## src/rtl/wdog_pkg.sv

```systemverilog
package wdog_pkg;

    typedef enum logic [1:0] {
        ST_COUNT = 2'd0,
        ST_HOLD  = 2'd1,
        ST_PULSE = 2'd2
    } wd_state_e;

    typedef enum logic {
        KEY_IDLE  = 1'b0,
        KEY_ARMED = 1'b1
    } key_state_e;

    localparam int CTL_W = 8;
    localparam logic [2:0] CHK_PATTERN = 3'b101;

    // Control word layout; the check field position is fixed by the write format.
    typedef struct packed {
        logic       flag;
        logic       dis;
        logic [2:0] chk;
        logic [2:0] ps;
    } ctl_word_t;

endpackage

```

## src/rtl/wdog_prescaler.sv

```systemverilog
module wdog_prescaler #(
    parameter int FIX_DIV = 512   // power of two
) (
    input  logic       clk,
    input  logic       rst_n,
    input  logic       run_i,
    input  logic       clear_i,
    input  logic [2:0] sel_i,
    output logic       tick_o
);
    localparam int PW = $clog2(FIX_DIV) + 7;

    logic [PW-1:0] phase_q;
    logic [PW-1:0] limit;
    logic [2:0]    shamt;

    always_comb begin
        shamt = (sel_i == 3'd0) ? 3'd0 : (sel_i - 3'd1);
        limit = (PW'(FIX_DIV) << shamt) - PW'(1);
    end

    assign tick_o = run_i && (phase_q == limit);

    always_ff @(posedge clk or negedge rst_n) begin
        if (!rst_n) begin
            phase_q <= '0;
        end else if (clear_i) begin
            phase_q <= '0;
        end else if (run_i) begin
            phase_q <= tick_o ? '0 : phase_q + PW'(1);
        end
    end

    // a stopped timebase keeps its phase
    p_phase_hold_r6: assert property (@(posedge clk) disable iff (!rst_n)
        (!run_i && !clear_i) |=> $stable(phase_q));

    // every tick restarts the phase
    p_tick_restart_r2: assert property (@(posedge clk) disable iff (!rst_n)
        tick_o |=> (phase_q == '0));

endmodule

```

## src/rtl/wdog_keyseq.sv

```systemverilog
module wdog_keyseq
    import wdog_pkg::*;
#(
    parameter logic [7:0] KEY_FIRST  = 8'h55,
    parameter logic [7:0] KEY_SECOND = 8'hAA
) (
    input  logic       clk,
    input  logic       rst_n,
    input  logic       busy_i,
    input  logic       flush_i,
    input  logic       svc_wr_i,
    input  logic [7:0] svc_key_i,
    output logic       svc_ok_o
);
    key_state_e ks_q, ks_d;

    always_ff @(posedge clk or negedge rst_n) begin
        if (!rst_n) ks_q <= KEY_IDLE;
        else        ks_q <= ks_d;
    end

    always_comb begin
        ks_d = ks_q;
        if (flush_i) begin
            ks_d = KEY_IDLE;
        end else if (svc_wr_i) begin
            unique case (ks_q)
                KEY_IDLE:  ks_d = (svc_key_i == KEY_FIRST) ? KEY_ARMED : KEY_IDLE;
                KEY_ARMED: ks_d = (svc_key_i == KEY_FIRST) ? KEY_ARMED : KEY_IDLE;
                default:   ks_d = KEY_IDLE;
            endcase
        end
    end

    always_comb begin
        svc_ok_o = !busy_i && svc_wr_i && (ks_q == KEY_ARMED)
                   && (svc_key_i == KEY_SECOND);
    end

    // a second key without a prior first key is never accepted
    p_key_order_r8: assert property (@(posedge clk) disable iff (!rst_n)
        (svc_wr_i && !svc_ok_o && svc_key_i != KEY_FIRST) |=> (ks_q == KEY_IDLE));

endmodule

```

## src/rtl/wdog_ctlreg.sv

```systemverilog
module wdog_ctlreg
    import wdog_pkg::*;
(
    input  logic             clk,
    input  logic             rst_n,
    input  logic             prot_open_i,
    input  logic             prot_close_i,
    input  logic             wr_i,
    input  logic [CTL_W-1:0] wdata_i,
    input  logic             busy_i,
    input  logic             fire_i,
    output logic [2:0]       ps_o,
    output logic             dis_o,
    output logic             bad_wr_o,
    output logic [CTL_W-1:0] rdata_o
);
    ctl_word_t  wd;
    logic       win_q;
    logic       flag_q;
    logic       dis_q;
    logic [2:0] ps_q;
    logic       wr_ok;
    logic       good_wr;

    always_comb begin
        wd       = ctl_word_t'(wdata_i);
        wr_ok    = wr_i && win_q && !busy_i;
        bad_wr_o = wr_ok && (wd.chk != CHK_PATTERN);
        good_wr  = wr_ok && (wd.chk == CHK_PATTERN);
    end

    always_ff @(posedge clk or negedge rst_n) begin
        if (!rst_n) begin
            win_q <= 1'b0;
        end else if (fire_i || prot_close_i) begin
            win_q <= 1'b0;
        end else if (prot_open_i) begin
            win_q <= 1'b1;
        end
    end

    always_ff @(posedge clk or negedge rst_n) begin
        if (!rst_n) begin
            ps_q   <= 3'd0;
            dis_q  <= 1'b0;
            flag_q <= 1'b0;
        end else if (fire_i) begin
            ps_q   <= 3'd0;
            dis_q  <= 1'b0;
            flag_q <= 1'b1;
        end else if (good_wr) begin
            ps_q  <= wd.ps;
            dis_q <= wd.dis;
            if (wd.flag) flag_q <= 1'b0;
        end
    end

    assign ps_o    = ps_q;
    assign dis_o   = dis_q;
    assign rdata_o = {flag_q, dis_q, 3'b000, ps_q};

    // every bad-pattern write must be turned into a fire event by the sequencer
    p_bad_fires_r4: assert property (@(posedge clk) disable iff (!rst_n)
        bad_wr_o |-> fire_i);

    // with the window closed nothing but a fire alters the fields
    p_closed_ignored_r5: assert property (@(posedge clk) disable iff (!rst_n)
        (!win_q && !fire_i) |=> $stable({flag_q, dis_q, ps_q}));

    // a fire records the cause and restores defaults
    p_fire_defaults_r3: assert property (@(posedge clk) disable iff (!rst_n)
        fire_i |=> (flag_q && !dis_q && ps_q == 3'd0 && !win_q));

    // writing one to the flag clears it
    p_flag_clear_r7: assert property (@(posedge clk) disable iff (!rst_n)
        (good_wr && wd.flag && !fire_i) |=> !flag_q);

endmodule

```

## src/rtl/wdog_fsm.sv

```systemverilog
module wdog_fsm
    import wdog_pkg::*;
#(
    parameter int CNT_W     = 8,
    parameter int PULSE_LEN = 512   // at least 2
) (
    input  logic             clk,
    input  logic             rst_n,
    input  logic             dis_i,
    input  logic             tick_i,
    input  logic             svc_ok_i,
    input  logic             bad_wr_i,
    output logic             fire_o,
    output logic             busy_o,
    output logic             run_o,
    output logic             wd_rst_o,
    output logic [CNT_W-1:0] cnt_o
);
    localparam int PCW = $clog2(PULSE_LEN);
    localparam logic [PCW-1:0] PC_LAST = PCW'(PULSE_LEN - 1);

    wd_state_e        state_q, state_d;
    logic [CNT_W-1:0] cnt_q;
    logic [PCW-1:0]   pcnt_q;
    logic             at_top;

    always_comb begin
        at_top = (cnt_q == {CNT_W{1'b1}});
        fire_o = bad_wr_i || (tick_i && at_top && !svc_ok_i);
    end

    // state register
    always_ff @(posedge clk or negedge rst_n) begin
        if (!rst_n) state_q <= ST_COUNT;
        else        state_q <= state_d;
    end

    // next state
    always_comb begin
        state_d = state_q;
        unique case (state_q)
            ST_COUNT: begin
                if (fire_o)     state_d = ST_PULSE;
                else if (dis_i) state_d = ST_HOLD;
            end
            ST_HOLD: begin
                if (fire_o)      state_d = ST_PULSE;
                else if (!dis_i) state_d = ST_COUNT;
            end
            ST_PULSE: begin
                if (pcnt_q == PC_LAST) state_d = ST_COUNT;
            end
            default: state_d = ST_COUNT;
        endcase
    end

    // outputs
    always_comb begin
        run_o    = (state_q == ST_COUNT);
        busy_o   = (state_q == ST_PULSE);
        wd_rst_o = (state_q == ST_PULSE);
    end

    always_ff @(posedge clk or negedge rst_n) begin
        if (!rst_n) begin
            cnt_q <= '0;
        end else if (fire_o || svc_ok_i) begin
            cnt_q <= '0;
        end else if (tick_i) begin
            cnt_q <= cnt_q + CNT_W'(1);
        end
    end

    always_ff @(posedge clk or negedge rst_n) begin
        if (!rst_n)                  pcnt_q <= '0;
        else if (state_q != ST_PULSE) pcnt_q <= '0;
        else                         pcnt_q <= pcnt_q + PCW'(1);
    end

    assign cnt_o = cnt_q;

    // a fire enters the pulse with the counter cleared
    p_fire_pulse_r3: assert property (@(posedge clk) disable iff (!rst_n)
        fire_o |=> (wd_rst_o && cnt_q == '0));

    // the pulse ends after its last cycle
    p_pulse_end_r3: assert property (@(posedge clk) disable iff (!rst_n)
        (state_q == ST_PULSE && pcnt_q == PC_LAST) |=> !wd_rst_o);

    // a held counter does not move
    p_hold_stable_r6: assert property (@(posedge clk) disable iff (!rst_n)
        (state_q == ST_HOLD && !svc_ok_i && !fire_o) |=> $stable(cnt_q));

    // a completed key sequence clears the count
    p_svc_clear_r8: assert property (@(posedge clk) disable iff (!rst_n)
        svc_ok_i |=> (cnt_q == '0 && !wd_rst_o));

    // nothing starts a fresh pulse while one runs
    p_busy_no_fire_r10: assert property (@(posedge clk) disable iff (!rst_n)
        busy_o |-> !fire_o);

endmodule

```

## src/rtl/wdog_ctrl.sv

```systemverilog
module wdog_ctrl
    import wdog_pkg::*;
#(
    parameter int         FIX_DIV    = 512,
    parameter int         CNT_W      = 8,
    parameter int         PULSE_LEN  = 512,
    parameter logic [7:0] KEY_FIRST  = 8'h55,
    parameter logic [7:0] KEY_SECOND = 8'hAA
) (
    input  logic             clk,
    input  logic             rst_n,
    input  logic             prot_open,
    input  logic             prot_close,
    input  logic             ctl_wr,
    input  logic [7:0]       ctl_wdata,
    input  logic             svc_wr,
    input  logic [7:0]       svc_key,
    output logic [7:0]       ctl_rdata,
    output logic [CNT_W-1:0] wd_cnt,
    output logic             wd_rst
);
    logic       fire;
    logic       busy;
    logic       run;
    logic       tick;
    logic       svc_ok;
    logic       bad_wr;
    logic       dis;
    logic [2:0] ps;

    wdog_ctlreg u_ctlreg (
        .clk          (clk),
        .rst_n        (rst_n),
        .prot_open_i  (prot_open),
        .prot_close_i (prot_close),
        .wr_i         (ctl_wr),
        .wdata_i      (ctl_wdata),
        .busy_i       (busy),
        .fire_i       (fire),
        .ps_o         (ps),
        .dis_o        (dis),
        .bad_wr_o     (bad_wr),
        .rdata_o      (ctl_rdata)
    );

    wdog_keyseq #(
        .KEY_FIRST  (KEY_FIRST),
        .KEY_SECOND (KEY_SECOND)
    ) u_keyseq (
        .clk       (clk),
        .rst_n     (rst_n),
        .busy_i    (busy),
        .flush_i   (fire || busy),
        .svc_wr_i  (svc_wr),
        .svc_key_i (svc_key),
        .svc_ok_o  (svc_ok)
    );

    wdog_prescaler #(
        .FIX_DIV (FIX_DIV)
    ) u_prescaler (
        .clk     (clk),
        .rst_n   (rst_n),
        .run_i   (run),
        .clear_i (svc_ok || fire),
        .sel_i   (ps),
        .tick_o  (tick)
    );

    wdog_fsm #(
        .CNT_W     (CNT_W),
        .PULSE_LEN (PULSE_LEN)
    ) u_fsm (
        .clk      (clk),
        .rst_n    (rst_n),
        .dis_i    (dis),
        .tick_i   (tick),
        .svc_ok_i (svc_ok),
        .bad_wr_i (bad_wr),
        .fire_o   (fire),
        .busy_o   (busy),
        .run_o    (run),
        .wd_rst_o (wd_rst),
        .cnt_o    (wd_cnt)
    );

endmodule

```

## config.mk

```make
export PLATFORM = sky130hd
export DESIGN_NAME = wdog_ctrl
export DESIGN_NICKNAME = d
export VERILOG_FILES = /design/src/rtl/wdog_pkg.sv /design/src/rtl/wdog_prescaler.sv /design/src/rtl/wdog_keyseq.sv /design/src/rtl/wdog_ctlreg.sv /design/src/rtl/wdog_fsm.sv /design/src/rtl/wdog_ctrl.sv
export SDC_FILE = /design/constraint.sdc
export NUM_CORES = 1
export LEC_CHECK = 0
export BUFFER_PORTS_ARGS = -buffer_cell sky130_fd_sc_hd__buf_2
export CORE_ASPECT_RATIO = 1.1
export CORE_MARGIN = 1.5
export CORE_UTILIZATION = 56
export CTS_BUF_LIST = sky130_fd_sc_hd__clkbuf_8
export DETAILED_ROUTE_END_ITERATION = 12
export GPL_TIMING_DRIVEN = 0
export PLACE_DENSITY = 0.79
export SLEW_MARGIN = 20
export SYNTH_ARGS = -nofsm -noshare
export SYNTH_HDL_FRONTEND = slang
export SYNTH_SLANG_ARGS = --single-unit
export TNS_END_PERCENT = 10
```

## constraint.sdc

```tcl
create_clock -name clk -period 4.5 [get_ports clk]
set_clock_uncertainty 0.15 [all_clocks]
set_input_delay 0 -clock clk [delete_from_list [all_inputs] [get_ports clk]]
set_output_delay 0 -clock clk [all_outputs]
set_load 0.01 [all_outputs]
```

After elaboration in Yosys (flattened, before gate mapping)

Cells that the tools add are included.

Add/sub/neg operators: 5
Multiply operators: 0
Divide/modulo/power cells: 0
Order comparisons: 0
Eq/ne operators: 13
Shifts and indexed selects: 1
Muxes and demuxes: 25
Bitwise logic cells: 0
Reduce and logical (&&, ||, !) cells: 26

Operators by type and width:

| operator                                                               | number |
|---|---|
| 16-bit two-way mux                                                     | 3 |
| 16-bit by 1-bit adder with 16-bit output (second input constant)       | 1 |
| 16-bit equality test                                                   | 1 |
| 8-bit equality test (second input constant)                            | 2 |
| 8-bit two-way mux                                                      | 2 |
| 10-bit by 3-bit left shift with 16-bit output (first input constant)   | 1 |
| 16-bit by 2-bit subtractor with 16-bit output (second input constant)  | 1 |
| 2-bit nonzero test                                                     | 6 |
| 1-bit logical AND                                                      | 10 |
| 1-bit two-way mux                                                      | 10 |
| 2-bit two-way mux                                                      | 5 |
| 9-bit by 1-bit adder with 9-bit output (second input constant)         | 1 |
| 9-bit equality test (second input constant)                            | 1 |
| 3-bit two-way mux                                                      | 3 |
| 9-bit two-way mux                                                      | 1 |
| 3-bit != test (second input constant)                                  | 3 |
| 8-bit by 1-bit adder with 8-bit output (second input constant)         | 1 |
| 8-bit by 7-bit equality test with 1-bit output (second input constant) | 1 |
| 2-bit one-hot mux with 3 select lines                                  | 1 |
| 1-bit logical OR                                                       | 4 |
| 3-bit equality test (second input constant)                            | 1 |
| 3-bit zero test                                                        | 1 |
| 3-bit AND reduction                                                    | 1 |
| 3-bit by 1-bit subtractor with 3-bit output (second input constant)    | 1 |
| other kinds (7)                                                        | 8 |

Register bits: 42
Bits in latches: 0
Bits in writable memories: 0
ROM bits: 0
Input bits: 22
Word-level logic and storage cells: 79
Memories: 0

Depth between registers and ports, before layout

Gate-level depths: netlist of the first run.

Depth in word-level cells: 11
Depth in mapped cells: 15
Gate-level depth less buffers: 12

Cells and area by module

Synthesis of the first run repeated with hierarchy kept, for this count alone.

Cell total of the unflattened synthesis: 318
Area total of the unflattened synthesis: 2,871.5 um^2

By module, submodules not included:

| module         | times used | cells an instance | area each (um^2) | seq. area each (um^2) |
|---|---|---|---|---|
| wdog_prescaler | 1          | 177               | 1,473.9          | 400.4 |
| wdog_fsm       | 1          | 92                | 929.6            | 475.5 |
| wdog_ctlreg    | 1          | 37                | 354.1            | 150.1 |
| wdog_keyseq    | 1          | 10                | 101.3            | 25.0 |
| wdog_ctrl      | 1          | 2                 | 12.5             | 0.0 |

Worst setup path after synthesis of the first run

OpenSTA, ideal clock, no wires.

Path type: register to register
From: register u_ctlreg.ps_q[1], in the netlist u_ctlreg.ps_o[1]
To: register u_fsm.cnt_q[6], in the netlist u_fsm.cnt_o[6]
Library setup time: 0.078 ns
Data arrival time: 3.469 ns
Required time: 4.272 ns
Setup slack: 0.803 ns
Stages on the path, launching flop included: 15
Buffers on the path: 3
Cell sequence: dfrtp_1 buf_2 or2_2 ha_1 clkbuf_1 nor3_1 o21ai_0 ha_1 xnor2_1 a211o_1 a2111oi_4 o2111ai_2 buf_4 or4_1 a21oi_1

Word-level cells in the longest chain between the ends: 11

Ends and longest elaborated chain:

| element                                                                        | RTL line             | text |
|---|---|---|
| from (decl)                                                                    | wdog_ctlreg.sv:21    | `logic [2:0] ps_q;` |
| from (signal assigned)                                                         | wdog_ctlreg.sv:52    | `ps_q <= wd.ps;` |
| 3-bit by 1-bit subtractor with 3-bit output or 3-bit zero test (tied branches) | wdog_prescaler.sv:18 | `shamt = (sel_i == 3'd0) ? 3'd0 : (sel_i - 3'd1);` |
| 3-bit two-way mux (*)                                                          | wdog_prescaler.sv:18 |  |
| 10-bit by 3-bit left shift with 16-bit output (*)                              | wdog_prescaler.sv:19 | `limit = (PW'(FIX_DIV) << shamt) - PW'(1);` |
| 16-bit by 2-bit subtractor with 16-bit output (*)                              | wdog_prescaler.sv:19 |  |
| 16-bit equality test (*)                                                       | wdog_prescaler.sv:22 | `assign tick_o = run_i && (phase_q == limit);` |
| 1-bit logical AND (*)                                                          | wdog_prescaler.sv:22 |  |
| 1-bit logical AND (2 in a row)                                                 | wdog_fsm.sv:29       | `fire_o = bad_wr_i \|\| (tick_i && at_top && !svc_ok_i);` |
| 1-bit logical OR                                                               | wdog_fsm.sv:29       |  |
| 1-bit logical OR                                                               | wdog_fsm.sv:67       | `end else if (fire_o \|\| svc_ok_i) begin` |
| 8-bit two-way mux or 2-bit nonzero test (tied branches)                        | -                    |  |
| to (signal assigned)                                                           | wdog_fsm.sv:70       | `cnt_q <= cnt_q + CNT_W'(1);` |
| to (decl)                                                                      | wdog_fsm.sv:23       | `logic [CNT_W-1:0] cnt_q;` |

Mark *: on every way between the ends. The rest lies on a longest branch, timed or not.
A chain may end at the register's enable or synchronous reset.

Worst setup path in the final report of the first run

Same ends and word-level chain as after synthesis.

==> impl_metrics.xml, run 1 <==
<?xml version="1.0" encoding="UTF-8"?>
<metrics>
  <group name="worst_setup_path">
    <metric name="critPathMaxFanout" unit="">10</metric>
    <metric name="critical_path.reg2reg.endpoint" unit="">u_fsm.cnt_o[6]$_DFFE_PN0P_</metric>
    <metric name="worst-endpoint-arrival" unit="ns">4.07</metric>
    <metric name="r2r_setup_slk" unit="ns">0.43</metric>
    <metric name="kind_of_critical_path" unit="">reg2reg</metric>
    <metric name="r2r_cells" unit="">15</metric>
    <metric name="timing.critical_path.to_type" unit="">flop</metric>
    <metric name="worst_r2r_startpoint" unit="">u_ctlreg.ps_o[1]$_DFFE_PN0P_</metric>
    <metric name="critPathLaunchType" unit="">flop</metric>
    <metric name="critical_path_required_time" unit="ns">4.51</metric>
  </group>
  <group name="cts">
    <metric name="clkSinkCount" unit="">42</metric>
    <metric name="ctsRootBufferMaster" unit="">clkbuf_8</metric>
    <metric name="clkLatencyLatePin" unit="ns">0.30</metric>
    <metric name="numCtsBuffers" unit="">5</metric>
    <metric name="cts.repair_timing.setup_buffer_count" unit="">0</metric>
    <metric name="ctsLongestPathBuffers" unit="">2</metric>
    <metric name="clock_tree_from_tritoncts" unit="">yes</metric>
    <metric name="clkTransAtPathRegs" unit="ns">0.08</metric>
    <metric name="htree_levels" unit="">2</metric>
  </group>
  <group name="routing">
    <metric name="first_pass_iters" unit="">4</metric>
    <metric name="drc_errors" unit="">0</metric>
    <metric name="drt_iter0_markers" unit="">117</metric>
    <metric name="ant_nets" unit="">0</metric>
    <metric name="detailroute.via_count" unit="">2274</metric>
    <metric name="viasPerCell" unit="">5.88</metric>
    <metric name="avgRoutedWirePerCell" unit="um">15.0</metric>
    <metric name="drt_wl_total" unit="mm">5.79</metric>
  </group>
  <group name="place">
    <metric name="gp_routability_congestion" unit="">0.783</metric>
    <metric name="io_buffer_count" unit="">35</metric>
    <metric name="detailed_place_hpwl" unit="mm">3.93</metric>
  </group>
  <group name="hold_path">
    <metric name="hold_path.class" unit="">in2reg</metric>
    <metric name="worst_hold_startpoint" unit="">ctl_wdata[4]</metric>
    <metric name="min_delay_path_depth" unit="">5</metric>
    <metric name="min_to" unit="">u_ctlreg.dis_o$_DFFE_PN0P_</metric>
  </group>
  <group name="die">
    <metric name="dieWidth" unit="um">66.8</metric>
    <metric name="fp.coreArea" unit="um^2">4320</metric>
    <metric name="ios" unit="">39</metric>
    <metric name="die_area" unit="um^2">4890</metric>
    <metric name="floorplan.initialDensity" unit="%">58.1</metric>
    <metric name="die_y" unit="um">73.2</metric>
    <metric name="row_count" unit="">25</metric>
  </group>
  <group name="logic_synthesis">
    <metric name="synthesis.yosys.warnings" unit="">0</metric>
    <metric name="synth-async-reset-ratio" unit="%">100</metric>
    <metric name="netlist-cell-type-count" unit="">53</metric>
    <metric name="syn-cell-area" unit="um^2">2510</metric>
    <metric name="synth_edf_count" unit="">0</metric>
    <metric name="synth_cells" unit="">277</metric>
    <metric name="syn-mean-instance-area" unit="um^2">9.06</metric>
    <metric name="synth.ff_latch_count" unit="">42</metric>
    <metric name="synth-seq-area-share" unit="%">41.9</metric>
    <metric name="postSynth.topFlopCell" unit="">dfrtp_1</metric>
  </group>
  <group name="global_routing">
    <metric name="grt_busiest_layer" unit="">met2</metric>
    <metric name="grt.met2_usage" unit="%">49.4</metric>
    <metric name="globalRoute.totalOverflow" unit="">0</metric>
    <metric name="maximum_number_of_pins_on_one_net_before_global_route_repair" unit="">43</metric>
    <metric name="vias_in_the_first_global_route" unit="">2248</metric>
    <metric name="overall_global_routing_resource_usage" unit="%">26.5</metric>
    <metric name="grt_antenna_before_repair" unit="">0</metric>
    <metric name="first_pass_grt_wire_length" unit="mm">9.75</metric>
    <metric name="met1_usage" unit="%">28.8</metric>
    <metric name="grt_util_met3" unit="%">5.40</metric>
  </group>
  <group name="sta">
    <metric name="fin_crit_sh" unit="%">90.4</metric>
    <metric name="rsz0062_at_grt" unit="">false</metric>
    <metric name="slew_violations" unit="">0</metric>
    <metric name="achievable-frequency" unit="MHz">246</metric>
    <metric name="final.setup.tns" unit="ns">0</metric>
    <metric name="worst_slew_pin_slew" unit="ns">0.931</metric>
    <metric name="finalHoldWorstSlack" unit="ns">0.0947</metric>
    <metric name="worst_slew_margin_rel" unit="%">37.9</metric>
    <metric name="finalSetupViolations" unit="">0</metric>
    <metric name="finalWorstPathRequiredPeriod" unit="ns">4.07</metric>
    <metric name="final-hold-violation-count" unit="">0</metric>
  </group>
  <group name="cells_and_area">
    <metric name="final-seq-area" unit="um^2">1050</metric>
    <metric name="post-route-util" unit="%">69.8</metric>
    <metric name="multiInputGateArea" unit="um^2">1340</metric>
    <metric name="antenna-diode-count" unit="">0</metric>
    <metric name="synthesis_to_layout_area_growth" unit="%">20.0</metric>
    <metric name="n_fill_cell" unit="">345</metric>
    <metric name="finish.net_count" unit="">361</metric>
    <metric name="drive_above_1_share" unit="%">17.7</metric>
  </group>
  <group name="power_and_ir_drop">
    <metric name="net_switching_power" unit="W">0.000148</metric>
    <metric name="combinationalPowerShare" unit="%">3.8</metric>
    <metric name="leak_pwr" unit="nW">1.28</metric>
    <metric name="p_int" unit="W">0.000629</metric>
    <metric name="ir_worst_vdd" unit="V">0.000156</metric>
    <metric name="sequentialPowerShare" unit="%">48.7</metric>
    <metric name="power_frac_clock" unit="%">47.5</metric>
    <metric name="cellPowerDensity" unit="nW/um^2">258</metric>
    <metric name="power.share.switching" unit="%">19.0</metric>
  </group>
  <group name="outcome">
    <metric name="outcome" unit="">finished, final reports clean</metric>
  </group>
  <group name="job">
    <metric name="max-cap-violations" unit="">0</metric>
  </group>
</metrics>
==> flip-flops by register name, indices dropped and copies added (netlist names) <==
signal               count
u_prescaler.phase_q     16
u_fsm.pcnt_q             9
u_fsm.cnt_o              8
u_ctlreg.ps_o            3
u_fsm.state_q            2
u_ctlreg.dis_o           1
u_ctlreg.flag_q          1
u_ctlreg.win_q           1
u_keyseq.ks_q            1
==> worst max-delay path: stages (launching register included) <==
cell and delay, ns:
dfrtp_1 0.42, buf_2 0.20, or2_2 0.32, ha_1 0.19, clkbuf_1 0.21, nor3_1 0.23
o21ai_0 0.12, ha_1 0.27, xnor2_1 0.16, a211o_1 0.31, a2111oi_4 0.38, o2111ai_2 0.21
buf_4 0.22, buf_2 0.20, o31ai_1 0.21, a21oi_1 0.11
==> power groups by stage <==
stage / Combinational [W] / Sequential (W) / Clock [W]
detailed placement: 0.0000234 / 0.000386 / 0
global placement: 0.0000226 / 0.000386 / 0
global route: 0.0000336 / 0.000379 / 0.000389
floorplan: 0.00000568 / 0.000386 / 0
CTS: 0.0000293 / 0.000378 / 0.000376
finish: 0.0000298 / 0.000378 / 0.000369
==> layout make-up <==
type,instances,share of cell area (%)
clock inverter,2,1.99
clock buffer,6,2.74
timing repair buffer,46,9.47
inverter,7,0.872
sequential,42,34.9
tap,54,2.24
multi-input combinational,211,44.3
buffer,19,3.49
==> synth_stat cells (all sizes together), types with 2 or more instances <==
library cell / number / area [um^2]
dfrtp: 42 / 1050
nor2: 33 / 126
nand2: 22 / 82.6
nand3: 16 / 80.1
nor3: 14 / 70.1
xnor2: 12 / 105
buf: 11 / 75.1
o21ai: 9 / 45.0
a21oi: 8 / 40.0
clkbuf: 8 / 30.0
ha: 7 / 87.6
inv: 7 / 26.3
or3: 7 / 43.8
xor2: 7 / 61.3
nand4: 6 / 37.5
a22oi: 5 / 37.5
o31ai: 5 / 37.5
a211oi: 4 / 30.0
nor2b: 4 / 25.0
or2: 4 / 25.0
or4: 4 / 30.0
a31oi: 3 / 18.8
and2: 3 / 18.8
nor4: 3 / 18.8
nor4bb: 3 / 30.0
and3: 2 / 12.5
mux2i: 2 / 20.0
nand2b: 2 / 12.5
nand3b: 2 / 15.0
nand4b: 2 / 17.5
nand4bb: 2 / 22.5
o211ai: 2 / 15.0
==> cells by family after synthesis <==
family / after synthesis / synth area share (%)
flip-flops: 42 / 41.9
adder cells (fa/ha/maj): 7 / 3.49
AO/OA/AOI/OAI: 46 / 13.4
multiplexers: 2 / 0.798
other: 1 / 0.149
buffers and inverters: 26 / 5.23
AND/OR/NAND/NOR: 134 / 28.4
XOR/XNOR: 19 / 6.63
==> metrics by stage <==
step / area (um^2) / instances / power (W) / worst slack, ns
6_report: 3010 / 387 / 0.000777 / 0.434
4_1_cts: 3010 / 387 / 0.000783 / 0.428
2_1_floorplan: 2520 / 279 / 0.000391 / 0.803
3_3_place_gp: 2760 / 368 / 0.000408 / 0.467
3_5_place_dp: 2760 / 368 / 0.000409 / 0.462
5_1_grt: 3010 / 387 / 0.000801 / 0.156
==> layer usage <==
metal	up-vias	part of all wire (%)
li1	1101	-
met1	1095	39
met2	68	54
met3	10	4.5
met4	0	2.0
met5	-	0
==> placed cells by master (no fill, tap or decap), drive strengths merged, types with 6 or more instances in the layout <==
| cell | n |
|---|---|
| nand3 | 16 |
| nor2 | 33 |
| a21oi | 8 |
| xnor2 | 12 |
| nand4 | 6 |
| clkbuf | 14 |
| or3 | 7 |
| ha | 7 |
| nor3 | 14 |
| xor2 | 7 |
| inv | 7 |
| dlygate4sd3 | 11 |
| dfrtp | 42 |
| nand2 | 22 |
| o21ai | 9 |
| buf | 46 |
==> worst max-delay path by stage <==
stage / to / slack, ns / from / cells after the start
finish: u_fsm.cnt_o[6]$_DFFE_PN0P_ / 0.43 / u_ctlreg.ps_o[1]$_DFFE_PN0P_ / 15
global route: u_fsm.cnt_o[6]$_DFFE_PN0P_ / 0.16 / u_ctlreg.ps_o[1]$_DFFE_PN0P_ / 15
CTS: u_fsm.cnt_o[6]$_DFFE_PN0P_ / 0.43 / u_ctlreg.ps_o[1]$_DFFE_PN0P_ / 15
detailed placement: u_fsm.cnt_o[4]$_DFFE_PN0P_ / 0.46 / u_ctlreg.ps_o[1]$_DFFE_PN0P_ / 15
global placement: u_fsm.cnt_o[4]$_DFFE_PN0P_ / 0.47 / u_ctlreg.ps_o[1]$_DFFE_PN0P_ / 15
floorplan: u_fsm.cnt_o[6]$_DFFE_PN0P_ / 0.80 / u_ctlreg.ps_o[1]$_DFFE_PN0P_ / 14
==> repair_timing <==
item / in CTS / in global routing
hold buffers: 11 / 0
hold endpoints to repair: 49 / 0
endpoints found under the setup margin: 0 / 0
gates resized for setup: 0 / 0
Power figures use the tool's default switching activity.
==> run 2: changes to the inputs <==
--- a/config.mk
+++ b/config.mk
@@ -7,7 +7,7 @@
 export LEC_CHECK = 0
 export BUFFER_PORTS_ARGS = -buffer_cell sky130_fd_sc_hd__buf_2
 export CORE_ASPECT_RATIO = 1.1
-export CORE_MARGIN = 1.5
+export CORE_MARGIN = 2
 export CORE_UTILIZATION = 56
 export CTS_BUF_LIST = sky130_fd_sc_hd__clkbuf_8
 export DETAILED_ROUTE_END_ITERATION = 12
==> impl_metrics.xml, run 2 (same netlist as run 1, synthesis figures left out) <==
<?xml version="1.0" encoding="UTF-8"?>
<metrics>
  <group name="power_and_ir_drop">
    <metric name="leak_pwr" unit="nW">1.26</metric>
    <metric name="combinationalPowerShare" unit="%">4.3</metric>
    <metric name="power_frac_clock" unit="%">38.9</metric>
    <metric name="cellPowerDensity" unit="nW/um^2">224</metric>
    <metric name="sequentialPowerShare" unit="%">56.7</metric>
    <metric name="net_switching_power" unit="W">0.000151</metric>
    <metric name="finalPower" unit="W">0.000667</metric>
    <metric name="ir_worst_vdd" unit="V">0.000158</metric>
    <metric name="power.share.switching" unit="%">22.6</metric>
    <metric name="p_int" unit="W">0.000516</metric>
  </group>
  <group name="cells_and_area">
    <metric name="synthesis_to_layout_area_growth" unit="%">18.3</metric>
    <metric name="finalInstanceArea" unit="um^2">2970</metric>
    <metric name="drive_above_1_share" unit="%">18.0</metric>
    <metric name="largest_register_ff_count" unit="">16</metric>
    <metric name="layout_commonest_cell" unit="">dfrtp_1</metric>
    <metric name="top_library_cells_by_usage_in_the_layout_fill_and_taps_aside" unit="">dfrtp_1, buf_2, nor2_1, nand2_1, nand3_1</metric>
    <metric name="finish.net_count" unit="">361</metric>
    <metric name="largest_register" unit="">u_prescaler.phase_q</metric>
    <metric name="antenna-diode-count" unit="">0</metric>
  </group>
  <group name="routing">
    <metric name="ant_nets" unit="">0</metric>
    <metric name="drt_iter0_markers" unit="">101</metric>
    <metric name="viasPerCell" unit="">5.82</metric>
    <metric name="avgRoutedWirePerCell" unit="um">14.2</metric>
    <metric name="drc_errors" unit="">0</metric>
    <metric name="drt_wl_total" unit="mm">5.50</metric>
    <metric name="first_pass_iters" unit="">4</metric>
    <metric name="detailroute.via_count" unit="">2252</metric>
  </group>
  <group name="cts">
    <metric name="clkLatencyLatePin" unit="ns">0.30</metric>
    <metric name="ctsLongestPathBuffers" unit="">2</metric>
    <metric name="cts.repair_timing.setup_buffer_count" unit="">0</metric>
    <metric name="clock_tree_from_tritoncts" unit="">yes</metric>
    <metric name="ctsRootBufferMaster" unit="">clkbuf_8</metric>
    <metric name="clkTransAtPathRegs" unit="ns">0.08</metric>
    <metric name="htree_levels" unit="">2</metric>
    <metric name="numCtsBuffers" unit="">5</metric>
    <metric name="clkSinkCount" unit="">42</metric>
  </group>
  <group name="hold_path">
    <metric name="hold_path.class" unit="">in2reg</metric>
    <metric name="worst_hold_startpoint" unit="">ctl_wdata[4]</metric>
    <metric name="min_delay_path_depth" unit="">5</metric>
    <metric name="min_to" unit="">u_ctlreg.ps_o[2]$_DFFE_PN0P_</metric>
  </group>
  <group name="worst_setup_path">
    <metric name="r2r_cells" unit="">15</metric>
    <metric name="timing.critical_path.to_type" unit="">flop</metric>
    <metric name="worst_r2r_startpoint" unit="">u_ctlreg.ps_o[1]$_DFFE_PN0P_</metric>
    <metric name="timing.critical_path.max_delay_family" unit="">compound AO/OA/AOI/OAI gates</metric>
    <metric name="critical_path.reg2reg.endpoint" unit="">u_fsm.cnt_o[4]$_DFFE_PN0P_</metric>
    <metric name="r2r_setup_slk" unit="ns">0.43</metric>
    <metric name="critPathMaxFanout" unit="">10</metric>
    <metric name="crit_path_top_delay_cell" unit="">dfrtp_1</metric>
    <metric name="crit_chain" unit="">buf_2 &gt; or2_2 &gt; ha_1 &gt; clkbuf_1 &gt; nor3_2 &gt; o21ai_0 &gt; ha_1 &gt; xnor2_1 &gt; a211o_1 &gt; a2111oi_4 &gt; o2111ai_2 &gt; buf_4 &gt; buf_2 &gt; o31ai_1 &gt; a21oi_1</metric>
    <metric name="worst-endpoint-arrival" unit="ns">4.09</metric>
    <metric name="worst-path-buf-inv" unit="">4</metric>
    <metric name="critical_path_required_time" unit="ns">4.52</metric>
    <metric name="critPathLaunchType" unit="">flop</metric>
    <metric name="kind_of_critical_path" unit="">reg2reg</metric>
    <metric name="critical-path-max-stage-delay" unit="ns">0.42</metric>
  </group>
  <group name="place">
    <metric name="gp_routability_congestion" unit="">0.786</metric>
    <metric name="placed_area" unit="um^2">2760</metric>
    <metric name="detailed_place_hpwl" unit="mm">3.80</metric>
    <metric name="io_buffer_count" unit="">35</metric>
  </group>
  <group name="die">
    <metric name="floorplan.initialDensity" unit="%">58.1</metric>
    <metric name="die_y" unit="um">74.2</metric>
    <metric name="dieWidth" unit="um">67.8</metric>
    <metric name="ios" unit="">39</metric>
    <metric name="die_area" unit="um^2">5030</metric>
    <metric name="fp.coreArea" unit="um^2">4320</metric>
    <metric name="row_count" unit="">25</metric>
  </group>
  <group name="job">
    <metric name="max-cap-violations" unit="">0</metric>
  </group>
  <group name="global_routing">
    <metric name="overall_global_routing_resource_usage" unit="%">24.6</metric>
    <metric name="maximum_number_of_pins_on_one_net_before_global_route_repair" unit="">43</metric>
    <metric name="vias_in_the_first_global_route" unit="">2121</metric>
    <metric name="globalRoute.totalOverflow" unit="">0</metric>
    <metric name="grt_antenna_before_repair" unit="">0</metric>
    <metric name="first_pass_grt_wire_length" unit="mm">9.37</metric>
  </group>
  <group name="sta">
    <metric name="slew_violations" unit="">0</metric>
    <metric name="achievable-frequency" unit="MHz">246</metric>
    <metric name="finalSetupViolations" unit="">0</metric>
    <metric name="rsz0062_at_grt" unit="">false</metric>
    <metric name="worst_slew_pin_slew" unit="ns">0.922</metric>
    <metric name="final-hold-violation-count" unit="">0</metric>
    <metric name="worst_slew_margin_rel" unit="%">38.5</metric>
    <metric name="fin_crit_sh" unit="%">90.4</metric>
    <metric name="final.setup.tns" unit="ns">0</metric>
    <metric name="finalWorstPathRequiredPeriod" unit="ns">4.07</metric>
  </group>
  <group name="outcome">
    <metric name="outcome" unit="">finished, final reports clean</metric>
  </group>
</metrics>
-- run 2: worst max-delay path by stage --
stage                                       startpoint                          to  slack (ns)  cells after the start
after floorplan           u_ctlreg.ps_o[1]$_DFFE_PN0P_  u_fsm.cnt_o[6]$_DFFE_PN0P_        0.80                     14
after global placement    u_ctlreg.ps_o[1]$_DFFE_PN0P_  u_fsm.cnt_o[4]$_DFFE_PN0P_        0.47                     15
after detailed placement  u_ctlreg.ps_o[1]$_DFFE_PN0P_  u_fsm.cnt_o[4]$_DFFE_PN0P_        0.39                     15
after CTS                 u_ctlreg.ps_o[1]$_DFFE_PN0P_  u_fsm.cnt_o[4]$_DFFE_PN0P_        0.38                     15
after global routing      u_ctlreg.ps_o[1]$_DFFE_PN0P_  u_fsm.cnt_o[4]$_DFFE_PN0P_         0.1                     15
final                     u_ctlreg.ps_o[1]$_DFFE_PN0P_  u_fsm.cnt_o[4]$_DFFE_PN0P_        0.43                     15
-- run 2: layer usage --
layer,global-route usage [%],part of all wire (%),up-vias
met5,0,0,-
met1,29.6,43,1087
met3,5.60,4.3,9
met2,42.9,51,55
met4,9.11,1.6,0
li1,-,-,1101
-- run 2: worst reg2reg max path, cell delays in order, from the launching register on --
cell and delay (ns):
dfrtp_1 0.42, buf_2 0.20, or2_2 0.33, ha_1 0.20, clkbuf_1 0.22, nor3_2 0.21
o21ai_0 0.12, ha_1 0.27, xnor2_1 0.18, a211o_1 0.31, a2111oi_4 0.38, o2111ai_2 0.21
buf_4 0.22, buf_2 0.20, o31ai_1 0.24, a21oi_1 0.09
-- run 2: layout make-up --
cell class	instances	area, um^2
Inverter	7	26.3
Sequential cell	42	1050
Timing Repair Buffer	46	285
Clock inverter	2	12.5
Buffer	19	105
Tap cell	54	67.6
Fill cell	361	1350
Clock buffer	6	82.6
Multi-Input combinational cell	211	1340
-- run 2: power groups by stage --
stage | Clock [W] | Combinational, W | Sequential [W]
6_report | 0.000260 | 0.0000290 | 0.000378
4_1_cts | 0.000260 | 0.0000292 | 0.000378
3_3_place_gp | 0 | 0.0000227 | 0.000386
2_1_floorplan | 0 | 0.00000568 | 0.000386
5_1_grt | 0.000280 | 0.0000335 | 0.000378
3_5_place_dp | 0 | 0.0000233 | 0.000386
-- run 2: what timing repair did --
item	in CTS	in global routing
endpoints found under the setup margin	0	1
endpoints found under the hold margin	49	0
hold buffers	11	0
gates resized for setup	0	1
-- run 2: per-stage QoR --
step                      worst slack [ns]  std cells  hold WS (ns)  util [%]
after CTS                            0.377        387        0.0649      68.7
after floorplan                      0.803        279        -0.446         -
final                                0.434        387        0.0729      68.8
after global placement               0.473        368        0.0120      63.9
after global routing                0.0978        387         0.117      68.8
after detailed placement             0.393        368        0.0146      63.9
==> run 3: changes to the inputs <==
--- a/config.mk
+++ b/config.mk
@@ -8,11 +8,11 @@
 export BUFFER_PORTS_ARGS = -buffer_cell sky130_fd_sc_hd__buf_2
 export CORE_ASPECT_RATIO = 1.1
 export CORE_MARGIN = 2
-export CORE_UTILIZATION = 56
+export CORE_UTILIZATION = 53
 export CTS_BUF_LIST = sky130_fd_sc_hd__clkbuf_8
 export DETAILED_ROUTE_END_ITERATION = 12
 export GPL_TIMING_DRIVEN = 0
-export PLACE_DENSITY = 0.79
+export PLACE_DENSITY = 0.78
 export SLEW_MARGIN = 20
 export SYNTH_ARGS = -nofsm -noshare
 export SYNTH_HDL_FRONTEND = slang
==> constraint.sdc (replaced) <==
create_clock -name clk -period 3.6 [get_ports clk]
set_clock_uncertainty 0.15 [all_clocks]
set_input_delay 0 -clock clk [delete_from_list [all_inputs] [get_ports clk]]
set_output_delay 0 -clock clk [all_outputs]
set_load 0.01 [all_outputs]
==> impl_metrics.xml, run 3 (same netlist as run 1, synthesis figures left out) <==
<?xml version="1.0" encoding="UTF-8"?>
<metrics>
  <group name="job">
    <metric name="max-cap-violations" unit="">0</metric>
  </group>
  <group name="cts">
    <metric name="clkTransAtPathRegs" unit="ns">0.08</metric>
    <metric name="ctsLongestPathBuffers" unit="">2</metric>
    <metric name="clkLatencyLatePin" unit="ns">0.30</metric>
    <metric name="ctsRootBufferMaster" unit="">clkbuf_8</metric>
    <metric name="clock_tree_from_tritoncts" unit="">yes</metric>
    <metric name="htree_levels" unit="">2</metric>
    <metric name="clkSinkCount" unit="">42</metric>
    <metric name="numCtsBuffers" unit="">5</metric>
  </group>
  <group name="routing">
    <metric name="drt_iter0_markers" unit="">129</metric>
    <metric name="drt_wl_total" unit="mm">6.05</metric>
    <metric name="first_pass_iters" unit="">5</metric>
    <metric name="viasPerCell" unit="">5.80</metric>
    <metric name="drc_errors" unit="">0</metric>
    <metric name="ant_nets" unit="">0</metric>
    <metric name="detailroute.via_count" unit="">2338</metric>
    <metric name="avgRoutedWirePerCell" unit="um">15.0</metric>
  </group>
  <group name="sta">
    <metric name="achievable-frequency" unit="MHz">273</metric>
    <metric name="finalWorstPathRequiredPeriod" unit="ns">3.67</metric>
    <metric name="rsz0062_at_grt" unit="">true</metric>
    <metric name="final.setup.worst_slack" unit="ns">-0.0688</metric>
    <metric name="slew_violations" unit="">0</metric>
    <metric name="worst_slew_margin_rel" unit="%">39.4</metric>
    <metric name="finalHoldWorstSlack" unit="ns">0.106</metric>
    <metric name="worst_slew_pin_slew" unit="ns">0.909</metric>
    <metric name="fin_crit_sh" unit="%">102</metric>
    <metric name="final-hold-violation-count" unit="">0</metric>
    <metric name="finalSetupViolations" unit="">4</metric>
  </group>
  <group name="power_and_ir_drop">
    <metric name="combinationalPowerShare" unit="%">4.5</metric>
    <metric name="power_frac_clock" unit="%">37.5</metric>
    <metric name="p_int" unit="W">0.000627</metric>
    <metric name="ir_worst_vdd" unit="V">0.000205</metric>
    <metric name="power.share.switching" unit="%">23.1</metric>
    <metric name="leak_pwr" unit="nW">1.35</metric>
    <metric name="net_switching_power" unit="W">0.000188</metric>
    <metric name="sequentialPowerShare" unit="%">58.0</metric>
    <metric name="cellPowerDensity" unit="nW/um^2">254</metric>
  </group>
  <group name="global_routing">
    <metric name="grt_antenna_before_repair" unit="">0</metric>
    <metric name="first_pass_grt_wire_length" unit="mm">9.56</metric>
    <metric name="maximum_number_of_pins_on_one_net_before_global_route_repair" unit="">43</metric>
    <metric name="globalRoute.totalOverflow" unit="">0</metric>
    <metric name="overall_global_routing_resource_usage" unit="%">22.2</metric>
    <metric name="vias_in_the_first_global_route" unit="">2145</metric>
  </group>
  <group name="cells_and_area">
    <metric name="top_library_cells_by_usage_in_the_layout_fill_and_taps_aside" unit="">dfrtp_1, buf_2, nor2_1, nand2_1, buf_4</metric>
    <metric name="finalNonFillerCells" unit="">403</metric>
    <metric name="drive_above_1_share" unit="%">26.2</metric>
    <metric name="largest_register" unit="">u_prescaler.phase_q</metric>
    <metric name="antenna-diode-count" unit="">0</metric>
    <metric name="largest_register_ff_count" unit="">16</metric>
    <metric name="layout_commonest_cell" unit="">dfrtp_1</metric>
    <metric name="finish.net_count" unit="">375</metric>
    <metric name="synthesis_to_layout_area_growth" unit="%">28.0</metric>
    <metric name="post-route-util" unit="%">70.0</metric>
  </group>
  <group name="die">
    <metric name="dieWidth" unit="um">69.6</metric>
    <metric name="floorplan.initialDensity" unit="%">54.7</metric>
    <metric name="ios" unit="">39</metric>
    <metric name="row_count" unit="">26</metric>
    <metric name="fp.coreArea" unit="um^2">4590</metric>
    <metric name="die_y" unit="um">76.2</metric>
    <metric name="die_area" unit="um^2">5300</metric>
  </group>
  <group name="worst_setup_path">
    <metric name="kind_of_critical_path" unit="">reg2reg</metric>
    <metric name="timing.critical_path.to_type" unit="">flop</metric>
    <metric name="critPathMaxFanout" unit="">5</metric>
    <metric name="critPathLaunchType" unit="">flop</metric>
    <metric name="critical_path.reg2reg.endpoint" unit="">u_fsm.cnt_o[7]$_DFFE_PN0P_</metric>
    <metric name="worst_r2r_startpoint" unit="">u_ctlreg.ps_o[0]$_DFFE_PN0P_</metric>
    <metric name="r2r_cells" unit="">13</metric>
    <metric name="worst-endpoint-arrival" unit="ns">3.73</metric>
    <metric name="r2r_setup_slk" unit="ns">-0.07</metric>
    <metric name="crit_path_end" unit="">u_fsm.cnt_o[7]$_DFFE_PN0P_</metric>
    <metric name="crit_path_start" unit="">u_ctlreg.ps_o[0]$_DFFE_PN0P_</metric>
    <metric name="critical_path_required_time" unit="ns">3.66</metric>
  </group>
  <group name="outcome">
    <metric name="violated_checks" unit="">negative setup slack</metric>
    <metric name="outcome" unit="">complete, but fails checks</metric>
  </group>
  <group name="place">
    <metric name="gp_routability_congestion" unit="">0.798</metric>
    <metric name="io_buffer_count" unit="">35</metric>
    <metric name="place.detailed.instances" unit="">370</metric>
    <metric name="detailed_place_hpwl" unit="mm">3.84</metric>
    <metric name="detailedPlace.worstSlack" unit="ns">-0.358</metric>
  </group>
  <group name="hold_path">
    <metric name="worst_hold_startpoint" unit="">ctl_wdata[4]</metric>
    <metric name="hold_path.class" unit="">in2reg</metric>
  </group>
</metrics>
-- run 3: how the worst min path moves through the flow --
| stage | endpoint | slack [ns] | cells past startpoint |
|---|---|---|---|
| 6_report | u_ctlreg.ps_o[2]$_DFFE_PN0P_ | 0.11 | 5 |
| 3_5_place_dp | u_ctlreg.flag_q$_DFFE_PN0P_ | 0.04 | 1 |
| 5_1_grt | u_ctlreg.ps_o[2]$_DFFE_PN0P_ | 0.16 | 5 |
| 3_3_place_gp | u_ctlreg.win_q$_DFFE_PN0P_ | 0.009 | 2 |
| 4_1_cts | u_ctlreg.ps_o[2]$_DFFE_PN0P_ | 0.09 | 5 |
| 2_1_floorplan | u_ctlreg.dis_o$_DFFE_PN0P_ | -0.45 | 0 |
-- run 3: power groups by stage --
stage	Combinational [W]	Clock (W)	Sequential, W
finish	0.0000363	0.000306	0.000473
global route	0.0000412	0.000333	0.000473
CTS	0.0000366	0.000315	0.000473
detailed placement	0.0000292	0	0.000482
global placement	0.0000283	0	0.000482
floorplan	0.00000710	0	0.000482
-- run 3: repair_timing --
action	CTS	global route
hold buffers	11	0
resized for setup	10	25
endpoints found under the setup margin	32	31
setup buffers	3	11
endpoints found under the hold margin	49	0
pin swaps	5	13
-- run 3: worst max-delay path: stages, from the launching register on --
cell,delay [ns]
dfrtp_1,0.39
buf_6,0.12
or2_4,0.25
ha_4,0.17
buf_8,0.12
nor3_4,0.19
o21ai_1,0.10
ha_2,0.20
xnor2_2,0.13
a211o_1,0.30
a2111oi_4,0.42
o2111ai_4,0.23
or4_1,0.55
a211oi_2,0.26
-- run 3: area by class of cell --
| cell class | count | area, um^2 |
|---|---|---|
| Tap cell | 56 | 70.1 |
| Inverter | 7 | 26.3 |
| Sequential cell | 42 | 1050 |
| Clock inverter | 3 | 21.3 |
| Fill cell | 339 | 1380 |
| Clock buffer | 5 | 68.8 |
| Timing Repair Buffer | 60 | 398 |
| Buffer | 19 | 133 |
| Multi-Input combinational cell | 211 | 1440 |
-- run 3: stage by stage --
stage / TNS (ns) / total power (W) / instance area, um^2
after CTS: 0 / 0.000825 / 3030
after detailed placement: -7.74 / 0.000512 / 2770
after global routing: -2.63 / 0.000847 / 3210
final: -0.164 / 0.000815 / 3210
after global placement: -5.50 / 0.000510 / 2770
after floorplan: 0 / 0.000489 / 2530
-- run 3: layer usage --
metal  up-vias  GRT usage (%)  routed length [um]
li1       1129              -                   -
met4         0           6.92                 111
met5         -              0                   0
met2        64           40.6                3220
met3        11           3.97                 243
met1      1134           26.4                2470
